File: src/rtl/rbd_pkg.sv
package rbd_pkg;

    typedef enum logic [1:0] {
        ST_SEARCH  = 2'd0,
        ST_ACQUIRE = 2'd1,
        ST_LOCKED  = 2'd2
    } rbd_state_e;

    // Reference cycles in one frame at the given rate (truncated).
    function automatic int unsigned rbd_cycles(input int unsigned ref_hz,
                                               input int unsigned rate_hz);
        return ref_hz / rate_hz;
    endfunction

endpackage

File: src/rtl/rbd_interval_ctr.sv
module rbd_interval_ctr #(
    parameter int unsigned CNT_W       = 8,
    parameter int unsigned TIMEOUT_CYC = 110
) (
    input  logic             clk_i,
    input  logic             rst_ni,
    input  logic             stb_i,
    output logic [CNT_W-1:0] interval_o,
    output logic             timeout_o
);

    localparam logic [CNT_W-1:0] TO_VAL = CNT_W'(TIMEOUT_CYC);
    localparam logic [CNT_W-1:0] ONE    = CNT_W'(1);

    logic [CNT_W-1:0] cnt_q;

    // Counts edges since the last strobe, saturating at the timeout.
    always_ff @(posedge clk_i or negedge rst_ni) begin
        if (!rst_ni) begin
            cnt_q <= '0;
        end else if (stb_i) begin
            cnt_q <= ONE;
        end else if (cnt_q != TO_VAL) begin
            cnt_q <= cnt_q + ONE;
        end
    end

    assign interval_o = cnt_q;
    assign timeout_o  = (cnt_q == TO_VAL);

    a_r2_restart: assert property (@(posedge clk_i) disable iff (!rst_ni)
        stb_i |=> (interval_o == ONE));

    a_r8_timeout_no_strobe: assert property (@(posedge clk_i) disable iff (!rst_ni)
        $rose(timeout_o) |-> $past(!stb_i));

endmodule

File: src/rtl/rbd_band_cmp.sv
module rbd_band_cmp #(
    parameter int unsigned CNT_W    = 8,
    parameter int unsigned LIM_FAST = 20,
    parameter int unsigned LIM_SLOW = 98,
    parameter int unsigned LIM_HI   = 24,
    parameter int unsigned LIM_LO   = 40
) (
    input  logic [CNT_W-1:0] interval_i,
    output logic             in_range_o,
    output logic             at_hi_o,
    output logic             at_lo_o
);

    localparam logic [CNT_W-1:0] C_FAST = CNT_W'(LIM_FAST);
    localparam logic [CNT_W-1:0] C_SLOW = CNT_W'(LIM_SLOW);
    localparam logic [CNT_W-1:0] C_HI   = CNT_W'(LIM_HI);
    localparam logic [CNT_W-1:0] C_LO   = CNT_W'(LIM_LO);

    // Shorter interval means faster rate.
    always_comb begin
        in_range_o = (interval_i >= C_FAST) && (interval_i <= C_SLOW);
        at_hi_o    = (interval_i <= C_HI);
        at_lo_o    = (interval_i >= C_LO);
    end

    a_r5_bands_disjoint: assert property (@(interval_i) !(at_hi_o && at_lo_o))
        else $error("hi and lo bands overlap");

endmodule

File: src/rtl/rbd_lock_fsm.sv
module rbd_lock_fsm
    import rbd_pkg::*;
#(
    parameter int unsigned LOCK_COUNT = 4
) (
    input  logic clk_i,
    input  logic rst_ni,
    input  logic stb_i,
    input  logic timeout_i,
    input  logic in_range_i,
    input  logic at_hi_i,
    input  logic at_lo_i,
    output logic unlock_o,
    output logic band_hi_o
);

    localparam int unsigned GW = $clog2(LOCK_COUNT + 1);
    localparam logic [GW-1:0] LAST_GOOD = GW'(LOCK_COUNT - 1);
    localparam logic [GW-1:0] G_ONE     = GW'(1);

    rbd_state_e      state_q, state_d;
    logic [GW-1:0]   good_q, good_d;
    logic            hi_q;
    logic            measuring;

    assign measuring = stb_i && (state_q != ST_SEARCH);

    // State register
    always_ff @(posedge clk_i or negedge rst_ni) begin
        if (!rst_ni) begin
            state_q <= ST_SEARCH;
            good_q  <= '0;
        end else begin
            state_q <= state_d;
            good_q  <= good_d;
        end
    end

    // Next-state logic
    always_comb begin
        state_d = state_q;
        good_d  = good_q;
        unique case (state_q)
            ST_SEARCH: begin
                if (stb_i) begin
                    state_d = ST_ACQUIRE;
                    good_d  = '0;
                end
            end
            ST_ACQUIRE: begin
                if (stb_i) begin
                    if (!in_range_i) begin
                        good_d = '0;
                    end else if (good_q == LAST_GOOD) begin
                        state_d = ST_LOCKED;
                        good_d  = '0;
                    end else begin
                        good_d = good_q + G_ONE;
                    end
                end else if (timeout_i) begin
                    state_d = ST_SEARCH;
                    good_d  = '0;
                end
            end
            ST_LOCKED: begin
                if (stb_i) begin
                    if (!in_range_i) begin
                        state_d = ST_ACQUIRE;
                        good_d  = '0;
                    end
                end else if (timeout_i) begin
                    state_d = ST_SEARCH;
                end
            end
            default: begin
                state_d = ST_SEARCH;
                good_d  = '0;
            end
        endcase
    end

    // Band flag with hold region
    always_ff @(posedge clk_i or negedge rst_ni) begin
        if (!rst_ni) begin
            hi_q <= 1'b0;
        end else if (measuring && in_range_i) begin
            if (at_hi_i) begin
                hi_q <= 1'b1;
            end else if (at_lo_i) begin
                hi_q <= 1'b0;
            end
        end
    end

    // Outputs
    always_comb begin
        unlock_o  = (state_q != ST_LOCKED);
        band_hi_o = hi_q;
    end

    a_r3_set_hi: assert property (@(posedge clk_i) disable iff (!rst_ni)
        (measuring && in_range_i && at_hi_i) |=> band_hi_o);

    a_r4_clear_hi: assert property (@(posedge clk_i) disable iff (!rst_ni)
        (measuring && in_range_i && at_lo_i) |=> !band_hi_o);

    a_r5_hold: assert property (@(posedge clk_i) disable iff (!rst_ni)
        (measuring && in_range_i && !at_hi_i && !at_lo_i) |=> $stable(band_hi_o));

    a_r10_oor_keeps_band: assert property (@(posedge clk_i) disable iff (!rst_ni)
        (stb_i && !in_range_i) |=> $stable(band_hi_o));

    a_r7_oor_unlock: assert property (@(posedge clk_i) disable iff (!rst_ni)
        (measuring && !in_range_i) |=> unlock_o);

    a_r8_timeout_unlock: assert property (@(posedge clk_i) disable iff (!rst_ni)
        (timeout_i && !stb_i && state_q != ST_SEARCH) |=> (unlock_o && state_q == ST_SEARCH));

    a_r6_lock_on_strobe: assert property (@(posedge clk_i) disable iff (!rst_ni)
        $fell(unlock_o) |-> $past(stb_i && in_range_i));

endmodule

File: src/rtl/rate_band_detector.sv
module rate_band_detector
    import rbd_pkg::*;
#(
    parameter int unsigned REF_HZ     = 24_576_000,
    parameter int unsigned LOCK_COUNT = 4,
    parameter int unsigned MARGIN_CYC = 128
) (
    input  logic clk_i,
    input  logic rst_ni,
    input  logic frame_stb_i,
    input  logic xtal_mode_i,
    input  logic xfs_bit_i,
    output logic rate_hi_o,
    output logic unlock_o
);

    localparam int unsigned LIM_FAST    = rbd_cycles(REF_HZ, 108_000);
    localparam int unsigned LIM_HI      = rbd_cycles(REF_HZ, 88_200);
    localparam int unsigned LIM_LO      = rbd_cycles(REF_HZ, 54_000);
    localparam int unsigned LIM_SLOW    = rbd_cycles(REF_HZ, 22_000);
    localparam int unsigned TIMEOUT_CYC = LIM_SLOW + MARGIN_CYC;
    localparam int unsigned CNT_W       = $clog2(TIMEOUT_CYC + 1);

    logic [CNT_W-1:0] interval;
    logic             timeout;
    logic             in_range;
    logic             at_hi;
    logic             at_lo;
    logic             band_hi;

    rbd_interval_ctr #(
        .CNT_W       (CNT_W),
        .TIMEOUT_CYC (TIMEOUT_CYC)
    ) u_ctr (
        .clk_i      (clk_i),
        .rst_ni     (rst_ni),
        .stb_i      (frame_stb_i),
        .interval_o (interval),
        .timeout_o  (timeout)
    );

    rbd_band_cmp #(
        .CNT_W    (CNT_W),
        .LIM_FAST (LIM_FAST),
        .LIM_SLOW (LIM_SLOW),
        .LIM_HI   (LIM_HI),
        .LIM_LO   (LIM_LO)
    ) u_cmp (
        .interval_i (interval),
        .in_range_o (in_range),
        .at_hi_o    (at_hi),
        .at_lo_o    (at_lo)
    );

    rbd_lock_fsm #(
        .LOCK_COUNT (LOCK_COUNT)
    ) u_fsm (
        .clk_i      (clk_i),
        .rst_ni     (rst_ni),
        .stb_i      (frame_stb_i),
        .timeout_i  (timeout),
        .in_range_i (in_range),
        .at_hi_i    (at_hi),
        .at_lo_i    (at_lo),
        .unlock_o   (unlock_o),
        .band_hi_o  (band_hi)
    );

    // Crystal mode: report the programmed bit instead of the measurement.
    assign rate_hi_o = xtal_mode_i ? xfs_bit_i : band_hi;

    a_r9_measure_in_xtal: assert property (@(posedge clk_i) disable iff (!rst_ni)
        (xtal_mode_i && frame_stb_i && in_range && at_hi) |=> (band_hi == 1'b1));

endmodule

File: config.mk
export PLATFORM = sky130hd
export DESIGN_NAME = rate_band_detector
export DESIGN_NICKNAME = d
export VERILOG_FILES = /design/src/rtl/rbd_pkg.sv /design/src/rtl/rbd_interval_ctr.sv /design/src/rtl/rbd_band_cmp.sv /design/src/rtl/rbd_lock_fsm.sv /design/src/rtl/rate_band_detector.sv
export SDC_FILE = /design/constraint.sdc
export NUM_CORES = 1
export LEC_CHECK = 0
export ABC_AREA = 1
export BUFFER_PORTS_ARGS = -buffer_cell sky130_fd_sc_hd__buf_4
export CAP_MARGIN = 30
export CORE_MARGIN = 2
export CORE_UTILIZATION = 40
export CTS_CLUSTER_SIZE = 30
export DETAILED_ROUTE_END_ITERATION = 16
export MAX_ROUTING_LAYER = met4
export PLACE_DENSITY = 0.64
export SLEW_MARGIN = 20
export SYNTH_ARGS = -nofsm -noshare
export SYNTH_HDL_FRONTEND = slang
export SYNTH_SLANG_ARGS = --single-unit
File: constraint.sdc
create_clock -name clk_i -period 1.86 [get_ports clk_i]
set_input_delay 0.465 -clock clk_i [delete_from_list [all_inputs] [get_ports clk_i]]
set_output_delay 0.465 -clock clk_i [all_outputs]
set_load 0.05 [all_outputs]
==> flow_summary.toml, run 1 <==
[outcome]
outcome = "completed"

[place]
place_hpwl_um = 1850
place.gp.congestion = 0.824
port-buffer-count = 6
place_area_mm2 = 0.00123

[grt]
grt_pass1_vias = 1033
grt_usage = 0.169
grt_pass1_wl_um = 4330
grt_overflow = 0
antenna_found_initial = 0
grt_max_degree = 18

[drt]
ant_nets = 0
vias = 1053
drtPass1Iterations = 4
vias_per_cell = 5.35
initialDrtViolationCount = 23
wl_per_cell_um = 11.8
drt_wl_total_um = 2330
drc = 0

[synthesis]
netlist_top_cells_count = "nand2_1 (34), nor2_1 (21), inv_1 (18), dfrtp_1 (17), nand3_1 (14)"
netlist_instances = 159
synth_edf_count = 0
synth_cell_types = 26
syn-num-nets = 168
synth_most_common_cell = "nand2_1"
synthFlopType = "dfrtp_1"
ys_seq_elements = 17
netlist_area_mm2 = 0.00117
synth.area.top_cells = "dfrtp_1 (36%), nand2_1 (11%), nor2_1 (6.7%)"
yosys_warnings = 0
async_reset_ff_frac = 1.00
ys_seq_area_frac = 0.363
yosysTopAreaCellShare = 0.363
syn_area_per_cell_um2 = 7.37
synth_area_leader_cell = "dfrtp_1"

[pwr]
combPwrFrac = 0.306
clkPwrFrac = 0.221
cellPowerDensity_mw_per_mm2 = 723
switching_power_mw = 0.323
p_sw_frac = 0.357
intPower_mw = 0.583
ir_drop_uv = 711
power_mw = 0.906
seqPwrFrac = 0.473
power.leakage_nw = 0.622

[timing]
clock_skew_ns = 0.00167
fin_crit_sh = 0.940
rsz0062_at_grt = "false"
tns_ns = 0
setup_viol = 0
slew_violations = 0
max_freq_mhz = 572
slew_headroom = 0.771
tightest_slew_ns = 0.344
finalHoldViolCount = 0
min_period_ns = 1.75

[finish]
antenna_cells = 0
design_area_mm2 = 0.00125
nNetsFinal = 176
syn2layout_area_growth_pct = 6.83
post-route-util = 0.450
drive_gt1_frac = 0.163

[worst_setup_path]
rr_worst_depth = 9
crit_start = "u_fsm.state_q[0]"
slowest_stage = "dfrtp_1"
path_cells = "nor2_1 > inv_1 > buf_4"
worstPathArrival_ns = 1.28
cp_max_fo = 4
rr_endpoint = "u_fsm.state_q[0]"
worstSetupPathType = "reg -> out"
endpoint_kind = "output port"
required_ns = 1.39
cp_slowest_stage_delay_ns = 0.43
r2r_slack_ns = 0.23
cp_num_buf_inv = 2
start_kind = "flip-flop"
reg2reg_from = "u_ctr.interval_o[1]"
cp_top_family = "flip-flops"

[cts]
clock-root-buffer = "clkbuf_4"
clockBufferDepth = 2
cts_sinks = 17
cts_buffers = 3
post_cts_resized = 0
hold_buffers = 0
htree_levels = 1
postCtsSetupBuffers = 0
clock_latency_ns = 0.29
path_clk_slew_ns = 0.10
tritoncts = "built"

[die]
die_h_um = 58.1
pin_count = 7
core_region_area_mm2 = 0.00278
start_util = 0.422
rows = 19
die-area_mm2 = 0.00338
fp.dieW_um = 58.1

[worst_hold_path]
hold_class = "in -> async"

[job]
maxCapViolCount = 0
==> through the flow <==
stage               worst slack [ns]  hold slack [ns]  instances
finish                         0.112           0.0155        197
global placement               0.332            0.345        193
detailed placement             0.260            0.346        193
CTS                            0.108           0.0144        197
floorplan                      0.433            0.169        159
global route                 0.00252           0.0121        197
==> power groups by stage <==
| stage | Clock, mW | Sequential (mW) | Combinational (mW) |
|---|---|---|---|
| 6_report | 0.200 | 0.429 | 0.277 |
| 2_1_floorplan | 0 | 0.428 | 0.217 |
| 3_5_place_dp | 0 | 0.436 | 0.278 |
| 5_1_grt | 0.232 | 0.432 | 0.325 |
| 3_3_place_gp | 0 | 0.433 | 0.272 |
| 4_1_cts | 0.214 | 0.429 | 0.279 |
==> worst max path at each step <==
stage / slack (ns) / end / cells after the start
floorplan: 0.43 / u_fsm.state_q[0] / 9
global placement: 0.33 / u_fsm.state_q[1] / 9
detailed placement: 0.26 / u_fsm.state_q[0] / 9
CTS: 0.11 / unlock_o / 3
global route: 0.003 / unlock_o / 3
finish: 0.11 / unlock_o / 3
==> final cells by class <==
class / count / area, um2
Clock buffer: 4 / 26.3
Fill cell: 285 / 1530
Inverter: 21 / 78.8
Multi-Input combinational cell: 118 / 638
Sequential cell: 17 / 425
Tap cell: 31 / 38.8
Timing Repair Buffer: 6 / 45.0
==> cells in the final DEF, fill, tap and decap left out, drive strengths merged <==
cell type and n:
clkbuf 4, nand2 39, nand4 6, o22ai 1, a31oi 1, nand3 18, nor3 2, mux2 1
nor2 24, ha 4, a21oi 7, dfrtp 17, inv 21, o21ai 10, nand3b 2, a211oi 1
xor2 1, o221a 1, buf 6
==> logic make-up after synthesis <==
| group | Yosys count | share of synthesized area |
|---|---|---|
| adders and majority gates | 4 | 0.0427 |
| muxes | 1 | 0.00960 |
| DFF | 17 | 0.363 |
| buffers and inverters | 24 | 0.0928 |
| and+or+nand+nor | 91 | 0.385 |
| xor gates and xnor gates | 1 | 0.00747 |
| AOI/OAI and AO/OA | 21 | 0.0993 |
==> per-layer routing <==
metal,GRT usage,wire length (um),up-vias
met1,0.213,1110,495
li1,-,-,537
met3,0.0469,115,2
met2,0.274,1080,19
met4,0.0299,17,0
met5,-,0,-
==> flip-flops by register name, summed over array words and instances (netlist names) <==
name / count
u_fsm.state_q: 2
u_ctr.interval_o: 11
u_fsm.good_q: 3
u_fsm.band_hi_o: 1
(Power assumes the default switching activity.)
==> run 2: changes to the inputs <==
Settings changed: PLACE_DENSITY 0.64 to 0.67, SLEW_MARGIN 20 to default, SYNTH_HIERARCHICAL from default to 1.
==> run 2 against run 1 <==
  * Final area increased by 11%
  * Critical path type is now reg -> reg
  * Hold slack improved by 0.0034 ns
  * Critical endpoint is now u_fsm/good_q[1]
  * Core utilization increased by 1.5 points
  * Via count increased by 15%
  * First-iteration DRC count increased by 110%
  * Critical path depth increased by 8
==> flow_summary.toml, run 2 <==
[drt]
wl_per_cell_um = 11.0
drc = 0
vias_per_cell = 5.05
initialDrtViolationCount = 49
drtPass1Iterations = 5
ant_nets = 0
vias = 1212
drt_wl_total_um = 2640

[cts]
htree_levels = 1
tritoncts = "built"
cts_sinks = 17
path_clk_slew_ns = 0.11
cts_buffers = 3
clock_latency_ns = 0.29
clock-root-buffer = "clkbuf_4"
clockBufferDepth = 2

[worst_setup_path]
slowest_stage = "dfrtp_1"
endpoint_kind = "flip-flop"
worstSetupPathType = "reg -> reg"
start_kind = "flip-flop"
cp_slowest_stage_delay_ns = 0.46
required_ns = 2.04
path_cells = "inv_1 > ha_1 > nand2_1 > nor2_1 > nand2_1 > nor2_1 > nor2_1 > nand2_1 > nand3_2 > nand2_1 > nand2_1"
worstPathArrival_ns = 1.80
cpMostUsedCell = "nand2_1"
cp_max_fo = 7

[outcome]
outcome = "completed"

[synthesis]
ys_seq_elements = 17
netlist_instances = 192
netlist_top_cells_count = "nand2_1 (58), nor2_1 (31), inv_1 (25), nand3_1 (20), dfrtp_1 (17)"
yosysTopAreaCellShare = 0.347
netlist_area_mm2 = 0.00123
ys_seq_area_frac = 0.347
synth_cell_types = 22
synth_edf_count = 0
yosys_warnings = 6
synth.area.top_cells = "dfrtp_1 (35%), nand2_1 (18%), nor2_1 (9.5%)"
syn-num-nets = 200
synth_area_leader_cell = "dfrtp_1"
synthFlopType = "dfrtp_1"
synth_most_common_cell = "nand2_1"
async_reset_ff_frac = 1.00
syn_area_per_cell_um2 = 6.39

[finish]
largest_register_ffs = 11
drive_gt1_frac = 0.150
layout_common_cells = "nand2_1 (58), nor2_1 (30), inv_1 (25), nand3_1 (20), dfrtp_1 (17)"
antenna_cells = 0
design_area_mm2 = 0.00139
final_common_cell = "nand2_1"
nNetsFinal = 216
syn2layout_area_growth_pct = 12.8

[timing]
max_freq_mhz = 618
finalHoldViolCount = 0
min_period_ns = 1.62
slew_violations = 0
clock_skew_ns = 0.00544
tightest_slew_ns = 0.350
tns_ns = 0
hold_slack_ns = 0.0189
setup_viol = 0
setup_slack_ns = 0.243
fin_crit_sh = 0.870
rsz0062_at_grt = "false"
slew_headroom = 0.766

[grt]
met3_usage = 0.0197
busiest_layer = "met2"
grt_usage = 0.175
use_met1 = 0.233
antenna_found_initial = 0
use_met2 = 0.276
grt_pass1_wl_um = 4570
grt_pass1_vias = 1048
grt_max_degree = 18
grt_overflow = 0

[place]
pre_cts_slack_ns = 0.207
place_hpwl_um = 2060
place.gp.congestion = 0.880
place_area_mm2 = 0.00136
port-buffer-count = 6

[pwr]
power.leakage_nw = 0.721
power_mw = 0.900
ir_drop_uv = 252
cellPowerDensity_mw_per_mm2 = 650

[die]
start_util = 0.412
core_region_area_mm2 = 0.00298
die-area_mm2 = 0.00353
rows = 20
fp.dieW_um = 59.4
die_h_um = 59.4
pin_count = 7

[job]
maxCapViolCount = 0

[worst_hold_path]
hold_class = "in -> async"
[run 2: changes by cell type after synthesis, sizes merged, moves of 2 or more]
cell,previous run,this run
buf,2,0
nor2,24,36
nand2,39,61
inv,21,28
nand3,18,22
o21ai,10,2
[run 2: logic make-up (layout without fill, tap and decap cells)]
kind of cell,count (synthesis),in the layout,synth area share
adder cells (fa/ha/maj),3,3,0.0306
buffers and inverters,29,44,0.0887
XOR/XNOR,1,1,0.00714
AND/OR/NAND/NOR,133,133,0.489
flip-flops,17,17,0.347
AO/OA/AOI/OAI,9,9,0.0377
[run 2: area by class of cell]
class | instances | area (um2)
Multi-Input combinational cell | 146 | 696
Clock buffer | 3 | 22.5
Inverter | 28 | 105
Timing Repair Buffer | 12 | 90.1
Fill cell | 310 | 1590
Tap cell | 33 | 41.3
Clock inverter | 1 | 5.00
Sequential cell | 17 | 425
[run 2: worst max-delay path, delay by kind of cell, from the launching register on]
kind                       cells  cell delay, ns
and+or+nand+nor                9            0.81
DFF                            1            0.46
adders and majority gates      1            0.15
buffers and inverters          1            0.08
[run 2: metal layers]
layer,vias up,wire [um]
met4,0,19
met1,543,1250
met2,24,1280
met5,-,0
li1,643,-
met3,2,95
[run 2: repair_timing]
item                       CTS  global route
hold buffers                 0             0
buffers inserted             0             0
resized for setup            0             1
setup endpoints to repair    0             2
[run 2: stage by stage]
stage,utilization,std cells
finish,0.465,240
global route,0.465,240
CTS,0.464,240
detailed placement,0.455,236
global placement,0.455,236
floorplan,-,192
[run 2: path summary, 6_finish.rpt]
check	from	endpoint	slack, ns	depth (start not counted)
max in group asynchronous	rst_ni	u_ctr/interval_o[6]	1.64	1
hold reg to reg	u_fsm/band_hi_o	u_fsm/band_hi_o	0.48	2
min in group clk_i	frame_stb_i	u_ctr/interval_o[10]	0.41	2
setup / recovery	u_ctr/interval_o[1]	u_fsm/good_q[1]	0.24	11
setup reg to reg	u_ctr/interval_o[1]	u_fsm/good_q[1]	0.24	11
hold / removal	rst_ni	u_ctr/interval_o[0]	0.02	1
[run 2: report_power, final]
group	internal, mW	switching [mW]
Sequential	0.396	0.0377
Combinational	0.0978	0.169
Clock	0.0798	0.121
Total	0.573	0.327
==> run 3: changes to the inputs <==
Settings changed: SLEW_MARGIN from default to 20, SYNTH_HIERARCHICAL 1 to default.
==> run 3 against run 2 <==
  * Final cell count shrank 18%
  * Clock skew increased by 0.0057 ns
  * Sequential power barely moved
  * Critical path type is now reg -> out
  * First-iteration DRC count fell by 16%
  * Wire length fell by 10%
  * Non-clock buffer count down 5
  * Highest routed layer unchanged
==> flow_summary.toml, run 3 (synthesis results as in run 1) <==
[finish]
layout_common_cells = "nand2_1 (34), nor2_1 (20), inv_1 (18), dfrtp_1 (17), nand3_1 (14)"
post-route-util = 0.455
largest_register_ffs = 11
syn2layout_area_growth_pct = 8.00
final_common_cell = "nand2_1"
antenna_cells = 0
nNetsFinal = 177
drive_gt1_frac = 0.174
nFillCells = 287

[worst_setup_path]
slowest_stage = "dfrtp_1"
start_kind = "flip-flop"
cp_num_buf_inv = 2
cp_max_fo = 4
path_cells = "nor2_2 > inv_1 > buf_4"
cp_top_family = "flip-flops"
required_ns = 1.39
cp_slowest_stage_delay_ns = 0.43
endpoint_kind = "output port"
worstPathArrival_ns = 1.23
worstSetupPathType = "reg -> out"

[pwr]
power.leakage_nw = 0.629
cellPowerDensity_mw_per_mm2 = 730
ir_drop_uv = 827

[timing]
fin_crit_sh = 0.909
tightest_slew_ns = 0.319
clock_skew_ns = 0.0112
setup_slack_ns = 0.169
finalHoldViolCount = 0
setup_viol = 0
rsz0062_at_grt = "false"
slew_headroom = 0.787
slew_violations = 0
tns_ns = 0
max_freq_mhz = 591
min_period_ns = 1.69

[grt]
grt_usage = 0.170
grt_pass1_vias = 1013
grt_overflow = 0
antenna_found_initial = 0
grt_max_degree = 18
grt_pass1_wl_um = 4350

[cts]
cts_sinks = 17
clockBufferDepth = 2
clock_latency_ns = 0.31
htree_levels = 1
path_clk_slew_ns = 0.11
postCtsSetupBuffers = 0
cts_buffers = 3
tritoncts = "built"
clock-root-buffer = "clkbuf_4"

[job]
maxCapViolCount = 0

[die]
start_util = 0.422
core_region_area_mm2 = 0.00278
rows = 19
die_h_um = 58.1
fp.dieW_um = 58.1
die-area_mm2 = 0.00338
pin_count = 7

[worst_hold_path]
hold_class = "in -> reg"

[place]
place.gp.congestion = 0.853
port-buffer-count = 6
pre_cts_slack_ns = 0.277
place_hpwl_um = 1830

[drt]
ant_nets = 0
drc = 0
drtPass1Iterations = 4
vias = 1040
drt_wl_total_um = 2380
wl_per_cell_um = 12.0
initialDrtViolationCount = 41
vias_per_cell = 5.25

[outcome]
outcome = "completed"
[run 3: per-layer routing]
| layer | wire length (um) | global-route usage | share of wire | vias up |
|---|---|---|---|---|
| met3 | 100 | 0.0469 | 0.042 | 2 |
| met2 | 1080 | 0.258 | 0.45 | 22 |
| met1 | 1180 | 0.221 | 0.50 | 477 |
| met5 | 0 | - | 0 | - |
| li1 | - | - | - | 539 |
| met4 | 18 | 0.0498 | 0.0076 | 0 |
[run 3: final timing paths]
check	from	endpoint	slack, ns	depth (start not counted)
worst max-delay path	u_fsm.state_q[0]	unlock_o	0.17	3
worst min-delay path	frame_stb_i	u_ctr.interval_o[10]	0.40	2
min in group asynchronous	rst_ni	u_ctr.interval_o[5]	0.54	2
max in group asynchronous	rst_ni	u_fsm.good_q[2]	1.11	2
worst min register to register	u_fsm.good_q[2]	u_fsm.good_q[2]	0.49	2
worst max register to register	u_ctr.interval_o[1]	u_fsm.good_q[2]	0.27	10
[run 3: layout make-up]
cell class                      instances  area (um2)  area share
Clock buffer                            3        22.5      0.0178
Clock inverter                          1        5.00     0.00395
Inverter                               21        78.8      0.0623
Multi-Input combinational cell        118         641       0.506
Sequential cell                        17         425       0.336
Tap cell                               31        38.8      0.0306
Timing Repair Buffer                    7        55.1      0.0435
[run 3: stage by stage]
step | cells | total power [mW] | area (um2) | hold WS (ns)
after floorplan | 159 | 0.645 | 1170 | 0.169
after global placement | 193 | 0.705 | 1230 | 0.344
after detailed placement | 193 | 0.715 | 1230 | 0.349
after CTS | 197 | 0.925 | 1250 | 0.00492
after global routing | 198 | 0.988 | 1270 | 0.398
final | 198 | 0.925 | 1270 | 0.405
[run 3: where the power goes]
group | leakage (nW) | total [mW] | switching [mW] | internal (mW)
clock network | 0.0177 | 0.212 | 0.132 | 0.0803
registers | 0.229 | 0.430 | 0.0311 | 0.399
logic | 0.382 | 0.282 | 0.180 | 0.102
total | 0.629 | 0.925 | 0.343 | 0.582
[run 3: worst register-to-register path: stages (launching register included)]
cell and delay [ns]:
dfrtp_1 0.45, inv_1 0.12, ha_1 0.15, nand3_1 0.10, nor2_2 0.13, nand3_2 0.13, nand3_1 0.10, nand2_1 0.05
nand3b_4 0.15, nand2_1 0.06, nand2_1 0.05
[run 3: timing repair]
item | in CTS | in global routing
setup endpoints to repair | 0 | 1
resized for setup | 0 | 1
hold buffers | 0 | 1
hold endpoints to repair | 0 | 2
